--- config.mk ---
export PLATFORM = sky130hd
export DESIGN_NAME = mac_dau
export DESIGN_NICKNAME = d
export VERILOG_FILES = /design/src/rtl/mac_dau_pkg.sv /design/src/rtl/mac_dau_mult.sv /design/src/rtl/mac_dau_alu.sv /design/src/rtl/mac_dau_accbank.sv /design/src/rtl/mac_dau.sv
export SDC_FILE = /design/constraint.sdc
export NUM_CORES = 1
export LEC_CHECK = 0
export BUFFER_PORTS_ARGS = -buffer_cell sky130_fd_sc_hd__buf_2
export CORE_ASPECT_RATIO = 0.6
export CORE_MARGIN = 5
export CORE_UTILIZATION = 40
export DETAILED_ROUTE_END_ITERATION = 8
export GPL_TIMING_DRIVEN = 0
export MAX_ROUTING_LAYER = met4
export PLACE_DENSITY_LB_ADDON = 0.25
export RECOVER_POWER = 100
export SYNTH_ARGS = -nofsm -noshare
export SYNTH_HDL_FRONTEND = slang
export SYNTH_HIERARCHICAL = 1
export SYNTH_SLANG_ARGS = --single-unit
--- constraint.sdc ---
create_clock -name clk -period 8.24 [get_ports clk]
set_input_delay 0.412 -clock clk [delete_from_list [all_inputs] [get_ports clk]]
set_output_delay 0.412 -clock clk [all_outputs]
set_load 0.05 [all_outputs]
--- src/rtl/mac_dau_pkg.sv ---
package mac_dau_pkg;
   typedef enum logic [3:0] {
      OP_NOP   = 4'd0,
      OP_PADD  = 4'd1,
      OP_PSUB  = 4'd2,
      OP_PLOAD = 4'd3,
      OP_ADDA  = 4'd4,
      OP_SUBA  = 4'd5,
      OP_AND   = 4'd6,
      OP_OR    = 4'd7,
      OP_XOR   = 4'd8,
      OP_ADDW  = 4'd9,
      OP_LOADW = 4'd10
   } dau_op_e;

   typedef struct packed {
      logic n;
      logic z;
      logic v;
      logic c;
   } dau_flags_t;
endpackage

--- src/rtl/mac_dau_mult.sv ---
module mac_dau_mult #(
   parameter int OP_W      = 16,
   parameter bit SQUARE_EN = 1'b1
) (
   input  logic                 clk,
   input  logic                 rst_n,
   input  logic                 ld_x,
   input  logic [OP_W-1:0]      x_in,
   input  logic                 ld_y,
   input  logic [OP_W-1:0]      y_in,
   input  logic                 mul_en,
   input  logic                 square,
   output logic [OP_W-1:0]      x_q,
   output logic [OP_W-1:0]      y_q,
   output logic [2*OP_W-1:0]    p_q
);
   localparam int PW = 2 * OP_W;

   logic [OP_W-1:0]      mul_a;
   logic signed [PW-1:0] prod;

   generate
      if (SQUARE_EN) begin : g_sq
         assign mul_a = square ? y_q : x_q;
      end else begin : g_nosq
         logic unused_sq;
         assign unused_sq = square;
         assign mul_a = x_q;
      end
   endgenerate

   assign prod = $signed(mul_a) * $signed(y_q);

   always_ff @(posedge clk or negedge rst_n) begin
      if (!rst_n) begin
         x_q <= '0;
         y_q <= '0;
         p_q <= '0;
      end else begin
         if (ld_x)   x_q <= x_in;
         if (ld_y)   y_q <= y_in;
         if (mul_en) p_q <= prod;
      end
   end
endmodule

--- src/rtl/mac_dau_alu.sv ---
module mac_dau_alu
   import mac_dau_pkg::*;
#(
   parameter int OP_W  = 16,
   parameter int GUARD = 4,
   localparam int PW   = 2 * OP_W,
   localparam int AW   = PW + GUARD
) (
   input  logic [3:0]      op,
   input  logic [AW-1:0]   a,
   input  logic [AW-1:0]   b,
   input  logic [PW-1:0]   p,
   input  logic [OP_W-1:0] word,
   output logic [AW-1:0]   res,
   output dau_flags_t      flags,
   output logic            wr_en
);
   logic [AW-1:0] p_ext, w_ext, addend;
   logic [PW-1:0] lg;
   logic [AW:0]   sum;
   logic          is_sub, is_arith;

   assign p_ext = {{GUARD{p[PW-1]}}, p};
   assign w_ext = {{GUARD{word[OP_W-1]}}, word, {OP_W{1'b0}}};

   always_comb begin
      addend   = b;
      is_sub   = 1'b0;
      is_arith = 1'b0;
      wr_en    = 1'b1;
      lg       = '0;
      unique case (op)
         OP_PADD:  begin addend = p_ext; is_arith = 1'b1; end
         OP_PSUB:  begin addend = p_ext; is_arith = 1'b1; is_sub = 1'b1; end
         OP_ADDA:  begin addend = b;     is_arith = 1'b1; end
         OP_SUBA:  begin addend = b;     is_arith = 1'b1; is_sub = 1'b1; end
         OP_ADDW:  begin addend = w_ext; is_arith = 1'b1; end
         OP_AND:   lg = a[PW-1:0] & b[PW-1:0];
         OP_OR:    lg = a[PW-1:0] | b[PW-1:0];
         OP_XOR:   lg = a[PW-1:0] ^ b[PW-1:0];
         OP_PLOAD, OP_LOADW: ;
         default:  wr_en = 1'b0;
      endcase
   end

   assign sum = {1'b0, a} + {1'b0, (is_sub ? ~addend : addend)} + {{AW{1'b0}}, is_sub};

   always_comb begin
      if (is_arith)              res = sum[AW-1:0];
      else if (op == OP_PLOAD)   res = p_ext;
      else if (op == OP_LOADW)   res = w_ext;
      else                       res = {{GUARD{lg[PW-1]}}, lg};
   end

   assign flags.n = res[AW-1];
   assign flags.z = ~|res;
   assign flags.v = ~((&res[AW-1:PW-1]) | ~(|res[AW-1:PW-1]));
   assign flags.c = is_arith & sum[AW];
endmodule

--- src/rtl/mac_dau_accbank.sv ---
module mac_dau_accbank #(
   parameter int AW      = 36,
   parameter int NUM_ACC = 2,
   localparam int SEL_W  = (NUM_ACC > 1) ? $clog2(NUM_ACC) : 1
) (
   input  logic                        clk,
   input  logic                        rst_n,
   input  logic                        we,
   input  logic [SEL_W-1:0]            sel,
   input  logic [AW-1:0]               din,
   output logic [NUM_ACC-1:0][AW-1:0]  acc
);
   generate
      for (genvar i = 0; i < NUM_ACC; i++) begin : g_acc
         always_ff @(posedge clk or negedge rst_n) begin
            if (!rst_n)                         acc[i] <= '0;
            else if (we && sel == SEL_W'(i))    acc[i] <= din;
         end
      end
   endgenerate
endmodule

--- src/rtl/mac_dau.sv ---
module mac_dau
   import mac_dau_pkg::*;
#(
   parameter int OP_W      = 16,
   parameter int GUARD     = 4,
   parameter bit SQUARE_EN = 1'b1,
   localparam int PW       = 2 * OP_W,
   localparam int AW       = PW + GUARD
) (
   input  logic            clk,
   input  logic            rst_n,
   input  logic            ld_x,
   input  logic [OP_W-1:0] x_in,
   input  logic            ld_y,
   input  logic [OP_W-1:0] y_in,
   input  logic            mul_en,
   input  logic            square,
   input  logic [3:0]      op,
   input  logic            acc_sel,
   input  logic [OP_W-1:0] word_in,
   output logic [AW-1:0]   acc0,
   output logic [AW-1:0]   acc1,
   output logic [PW-1:0]   p_out,
   output logic [OP_W-1:0] word_out,
   output logic            flag_n,
   output logic            flag_z,
   output logic            flag_v,
   output logic            flag_c
);
   localparam int NUM_ACC = 2;

   generate
      if (OP_W < 2) begin : g_bad_opw
         $error("mac_dau: OP_W must be at least 2");
      end
      if (GUARD < 1) begin : g_bad_guard
         $error("mac_dau: GUARD must be at least 1");
      end
   endgenerate

   logic [OP_W-1:0]              x_q, y_q;
   logic [NUM_ACC-1:0][AW-1:0]   acc;
   logic [AW-1:0]                res, a_sel, a_oth;
   dau_flags_t                   nflags, flags_q;
   logic                         wr_en;

   mac_dau_mult #(.OP_W(OP_W), .SQUARE_EN(SQUARE_EN)) i_mult (
      .clk(clk), .rst_n(rst_n), .ld_x(ld_x), .x_in(x_in), .ld_y(ld_y), .y_in(y_in),
      .mul_en(mul_en), .square(square), .x_q(x_q), .y_q(y_q), .p_q(p_out)
   );

   assign a_sel = acc[acc_sel];
   assign a_oth = acc[~acc_sel];

   mac_dau_alu #(.OP_W(OP_W), .GUARD(GUARD)) i_alu (
      .op(op), .a(a_sel), .b(a_oth), .p(p_out), .word(word_in),
      .res(res), .flags(nflags), .wr_en(wr_en)
   );

   mac_dau_accbank #(.AW(AW), .NUM_ACC(NUM_ACC)) i_bank (
      .clk(clk), .rst_n(rst_n), .we(wr_en), .sel(acc_sel), .din(res), .acc(acc)
   );

   always_ff @(posedge clk or negedge rst_n) begin
      if (!rst_n)     flags_q <= '0;
      else if (wr_en) flags_q <= nflags;
   end

   assign acc0     = acc[0];
   assign acc1     = acc[1];
   assign word_out = a_sel[PW-1:OP_W];
   assign flag_n   = flags_q.n;
   assign flag_z   = flags_q.z;
   assign flag_v   = flags_q.v;
   assign flag_c   = flags_q.c;
endmodule

## Word-level counts from Yosys, hierarchy flattened

Index checks and enable logic that the tools add are counted.

| operators by class | value |
|---|---|
| bitwise operators | 9 |
| $add $sub $neg | 2 |
| shift-type cells | 0 |
| order comparisons | 2 |
| reductions and logical operators | 10 |
| muxes and demuxes | 14 |
| equality and inequality tests | 10 |
| divide/modulo/power cells | 0 |
| $mul | 1 |

Operator list:

| cell | number |
|---|---|
| $mux W36 | 8 |
| $pmux W32 S3 | 1 |
| $pmux W36 S2 | 1 |
| $add A36 B36 Y37 | 1 |
| $add A37 B1 Y37 | 1 |
| $not A36 Y36 | 1 |
| $reduce_or A36 Y1 | 1 |
| $and A32 B32 Y32 | 1 |
| $mul A16 B16 Y32 | 1 |
| $or A32 B32 Y32 | 1 |
| $xor A32 B32 Y32 | 1 |
| $eq A4 B3 Y1 const B | 4 |
| $mux W16 | 1 |
| $eq A4 B4 Y1 const B | 3 |
| $reduce_or A10 Y1 | 1 |
| $reduce_or A5 Y1 | 2 |
| $eq A4 B2 Y1 const B | 2 |
| $reduce_and A5 Y1 | 1 |
| $eq A4 B1 Y1 const B | 1 |
| $lt A1 B2 Y1 const B | 2 |
| $reduce_or A2 Y1 | 2 |
| $mux W1 | 3 |
| $not A1 Y1 | 3 |
| $logic_and A1 B1 Y1 | 2 |
| other kinds (3) | 3 |

| word-level totals | value |
|---|---|
| bits in registers | 140 |
| input port bits | 59 |
| memories | 0 |
| bits in writable memories | 0 |
| bits in latches | 0 |
| output and inout port bits | 124 |
| logic and storage cells | 57 |
| bits in read-only memories | 0 |

## Depth between registers and ports, before layout

| logic depth | value |
|---|---|
| word-level depth | 13 |
| mapped depth | 25 |
| depth with buffers taken out | 21 |

## By module

The synthesis kept the hierarchy.

By module, submodules not included:

| module | area an instance (sq um) | instances | seq. area each (sq um) | cells each |
|---|---|---|---|---|
| mac_dau_mult | 12,513.3 | 1 | 1,601.5 | 1,264 |
| mac_dau_alu | 5,362.6 | 1 | 0.0 | 794 |
| mac_dau_accbank | 2,855.2 | 1 | 1,801.7 | 153 |
| mac_dau | 1,490.2 | 1 | 100.1 | 104 |

## Worst setup path after synthesis

OpenSTA, ideal clock, no wires.

| timing | value |
|---|---|
| path kind | input port to flip-flop |
| from | in square |
| to | reg i_mult.p_q[27] |
| library setup time | 0.125 ns |
| path slack | 1.282 ns |
| path buffers | 4 |
| arrival time | 6.833 ns |
| stages | 23 |
| required time | 8.115 ns |
| cells stage by stage | clkbuf_1 > clkbuf_1 > mux2_2 > clkbuf_1 > nand2_1 > inv_1 > fa_1 > fa_1 > fa_1 > fa_1 > fa_1 > inv_1 > fa_1 > inv_1 > ha_1 > clkbuf_1 > a21o_1 > a221oi_2 > and3_1 > nand3_1 > a41oi_1 > xnor2_1 > mux2_2 |

| between the ends | value |
|---|---|
| longest elaborated chain between the ends | 2 |

Ends and longest elaborated chain:

| item | line | text |
|---|---|---|
| start: declaration | mac_dau.sv:17 | `input logic square,` |
| $mux W16 | mac_dau_mult.sv:24 | `assign mul_a = square ? y_q : x_q;` |
| $mul A16 B16 Y32 | mac_dau_mult.sv:32 | `assign prod = $signed(mul_a) * $signed(y_q);` |
| end signal: assignment | mac_dau_mult.sv:42 | `if (mul_en) p_q <= prod;` |
| end: declaration | mac_dau_mult.sv:15 | `output logic [2*OP_W-1:0] p_q` |

No other way between the ends.
A chain may end at the register's enable or synchronous reset.

## Final worst setup path

| timing | value |
|---|---|
| from | reg i_mult.y_q[9] |
| to | reg i_mult.p_q[26] |

| between the ends | value |
|---|---|
| longest elaborated chain between the ends | 2 |

Ends and longest elaborated chain:

| item | line | text |
|---|---|---|
| start: declaration | mac_dau_mult.sv:14 | `output logic [OP_W-1:0] y_q,` |
| start signal: assignment | mac_dau_mult.sv:41 | `if (ld_y) y_q <= y_in;` |
| $mux W16 | mac_dau_mult.sv:24 |  |
| $mul A16 B16 Y32 (*) | mac_dau_mult.sv:32 |  |

Every way passes the cells marked *; elsewhere a longest branch is shown, timed or not.

==> run metrics <==
status complete, but fails checks; violated checks capacitance limit, slew limit; hold path startpoint y_in[15]; largest net degree at the start of global routing 73; min-delay worst type input port to flip-flop; port bufs approximately 180; Final TNS setup 0 ps; Avg Cell Area, Syn around 9.6 µm²; mapped cell area roughly 0.022 mm²; CP Cell Sequence clkbuf_1 > mux2_1 > clkbuf_1 > nand2_1 > fa_1 > fa_1 > fa_1 > fa_1 > inv_1 > fa_1 > fa_1 > ha_1 > a21oi_1 > o21ai_0 > a221o_1 > a221oi_2 > o21ba_1 > xnor2_1 > mux2_4; crit-path most repeated cell fa_1; Post-Syn Instances 2315; DRT met1 WL between 30000 and 40000 µm; Worst Max-Slew Pin Slew 4290 ps; Num CTS Buffers 17; main area contributors after synthesis fa_1 (24%), dfrtp_1 (16%), ha_1 (10%); share of the synthesized area in the top cell type 23.7%; total grt overflow 0; std cell rows 66; core box area 0.0546 mm²; EDFF count, synth 0; # nets final about 3000; critical path fanouts, max 10; filler cell count around 5500; skew final around 15 ps; Critical Path Start i_mult/y_q[9]; clock sink count 140; arrival time at the worst endpoint approximately 8300 ps; vias in the first global route 18585; Max Cap Viol 1; Placer Congestion ~1.0; Critical Path RT roughly 8600 ps; DRC 0; drt wl/cell ~24 µm; maximum buffer depth of the clock tree 2; R2R Path Start i_mult/y_q[9]; Warnings, synthesis 6; number of vias per cell roughly 5.6; Detail Route Antenna Nets 0; most numerous cell in the Yosys netlist inv_1; initial drt markers ~1800; area occupied by multi-input gates approximately 0.016 mm²; max incr delay on CP 610 ps; DP HPWL 64300 µm; area leader, netlist fa_1; Die W roughly 310 µm; clock latency on the worst-skew pair 480 ps; Top Layer Used met4; CP endpoint kind flip-flop; Top-Level Pins roughly 180; max-slew violation count 72; htree depth 4; register area 0.00350 mm²; starting density of the core 40.7%; fin crit period between 7000 and 8000 ps; area delta synth->final 9.49%; Post-synth top flop dfrtp_1; Seq/Total Area, Yosys 15.8%; Die Span Y 193 µm; met2 WL 29500 µm; Netlist cell types 90; syn_nets ~2800; final wirelength between 70000 and 80000 µm; asr flop ratio synth 100%; antenna violations before repair 2; Worst-path clk slew ~80 ps; startpoint types flip-flop; period utilisation layout 95.7%; Peak Freq ~130 MHz; share of layout cells above drive strength 1 a little over an eighth; DIE AREA about 0.061 mm²; RSZ-0062 raised after global routing no; Clock Tree Root clkbuf_16; relative slew slack -186%; met3 WL around 9000 µm; Commonest cells post-synth inv_1 (367), fa_1 (263), nand2_1 (186); slowest CP cell a221oi_2; CTS tree done; first-pass GRT wire length ~120000 µm; kind of critical path flip-flop to flip-flop; synthesis-stage register bit count 140; final hold violations 0; First-pass DRT Iterations 6; GR Util All Layers between 20% and 30%; via count approximately 18000; Final Setup Violations 0
==> logic make-up after synthesis <==
group | share of synthesized area [%]
muxes | 12.8
adders and majority gates | 34.0
DFF | 15.8
AOI/OAI and AO/OA | 12.3
and+or+nand+nor | 11.8
xor gates and xnor gates | 3.67
buffers and inverters | 9.67
==> final timing paths <==
| check | cells after the start | endpoint | slack [ps] |
|---|---|---|---|
| worst max-delay path | 19 | i_mult/p_q[26] | 350 |
| worst min-delay path | 3 | i_mult/y_q[15] | 160 |
| worst max register to register | 19 | i_mult/p_q[26] | 350 |
| worst min register to register | 1 | flag_c | 510 |
| max in group asynchronous | 2 | i_mult/x_q[14] | 3780 |
| min in group asynchronous | 2 | i_mult/y_q[0] | 1990 |
==> flip-flops by register name, summed over array words and instances (netlist names) <==
signal	count
flag_n	1
i_bank/acc	72
i_mult/x_q	16
flag_c	1
flag_v	1
i_mult/p_q	32
i_mult/y_q	16
flag_z	1
==> per-stage QoR <==
stage / setup slack [ps] / area [µm²] / util, % / cells / hold slack (ps)
global placement: -418 / 24000 / 44.1 / 3241 / 488
CTS: 94.6 / 24700 / 45.3 / 3277 / 123
finish: 351 / 24300 / 44.6 / 3279 / 157
global route: 86.7 / 24300 / 44.6 / 3279 / 150
detailed placement: -395 / 24100 / 44.2 / 3244 / 496
floorplan: 1280 / 22200 / - / 2315 / 116
==> cell type report <==
type	count	share of cell area, %
diodes	2	0.0206
plain buffers	131	2.95
clock buffers	17	1.75
clock inverters	15	0.622
inverters	368	5.68
multi-input cells	1676	67.4
flip-flops and latches	140	14.4
well taps	748	3.85
repair buffers	182	3.34
==> layout by cell type, fill, tap and decap left out, types with 12 or more instances in the layout <==
cell type,synthesis,layout
and3_1,12,12
inv_1,367,367
o211ai_1,17,18
a21o_1,19,19
ha_1,183,183
nand3_1,18,18
o21bai_1,14,14
clkbuf_1,87,199
buf_2,4,72
dfrtp_1,140,140
mux2_4,101,64
o21a_1,14,14
a22oi_1,18,18
and2_1,104,103
nand2_1,186,186
mux2_2,116,113
mux2_1,1,41
nor3_1,32,30
xor2_1,19,19
a21oi_1,115,117
o21ai_0,71,73
xnor2_1,74,74
nand4_1,18,18
fa_1,263,263
nor2_1,70,69
nor2b_1,19,19
a22o_1,17,17
buf_4,17,16
nand2b_1,16,16
clkbuf_16,0,17
==> timing repair <==
| item | 4_1_cts | 5_1_grt |
|---|---|---|
| buffers inserted | 0 | 0 |
| setup endpoints to repair | 0 | 3 |
| gates resized for setup | 0 | 12 |
| hold endpoints to repair | 42 | 0 |
| hold buffers | 1 | 0 |
==> per-layer routing <==
layer	track usage, %	vias up
li1	-	8087
met1	40.8	9320
met2	34.5	826
met3	8.47	78
met4	5.00	0
met5	-	-
==> worst max-delay path, delay by kind of cell (launching register included) <==
kind	cells	cell delay, ps
adders and majority gates	7	3400
AOI/OAI and AO/OA	5	1790
buffers and inverters	3	1170
muxes	2	820
DFF	1	320
and+or+nand+nor	1	160
xor gates and xnor gates	1	90
Power is not shown: default switching activity piles up to over one toggle a cycle in this logic, so the estimate is an artifact.
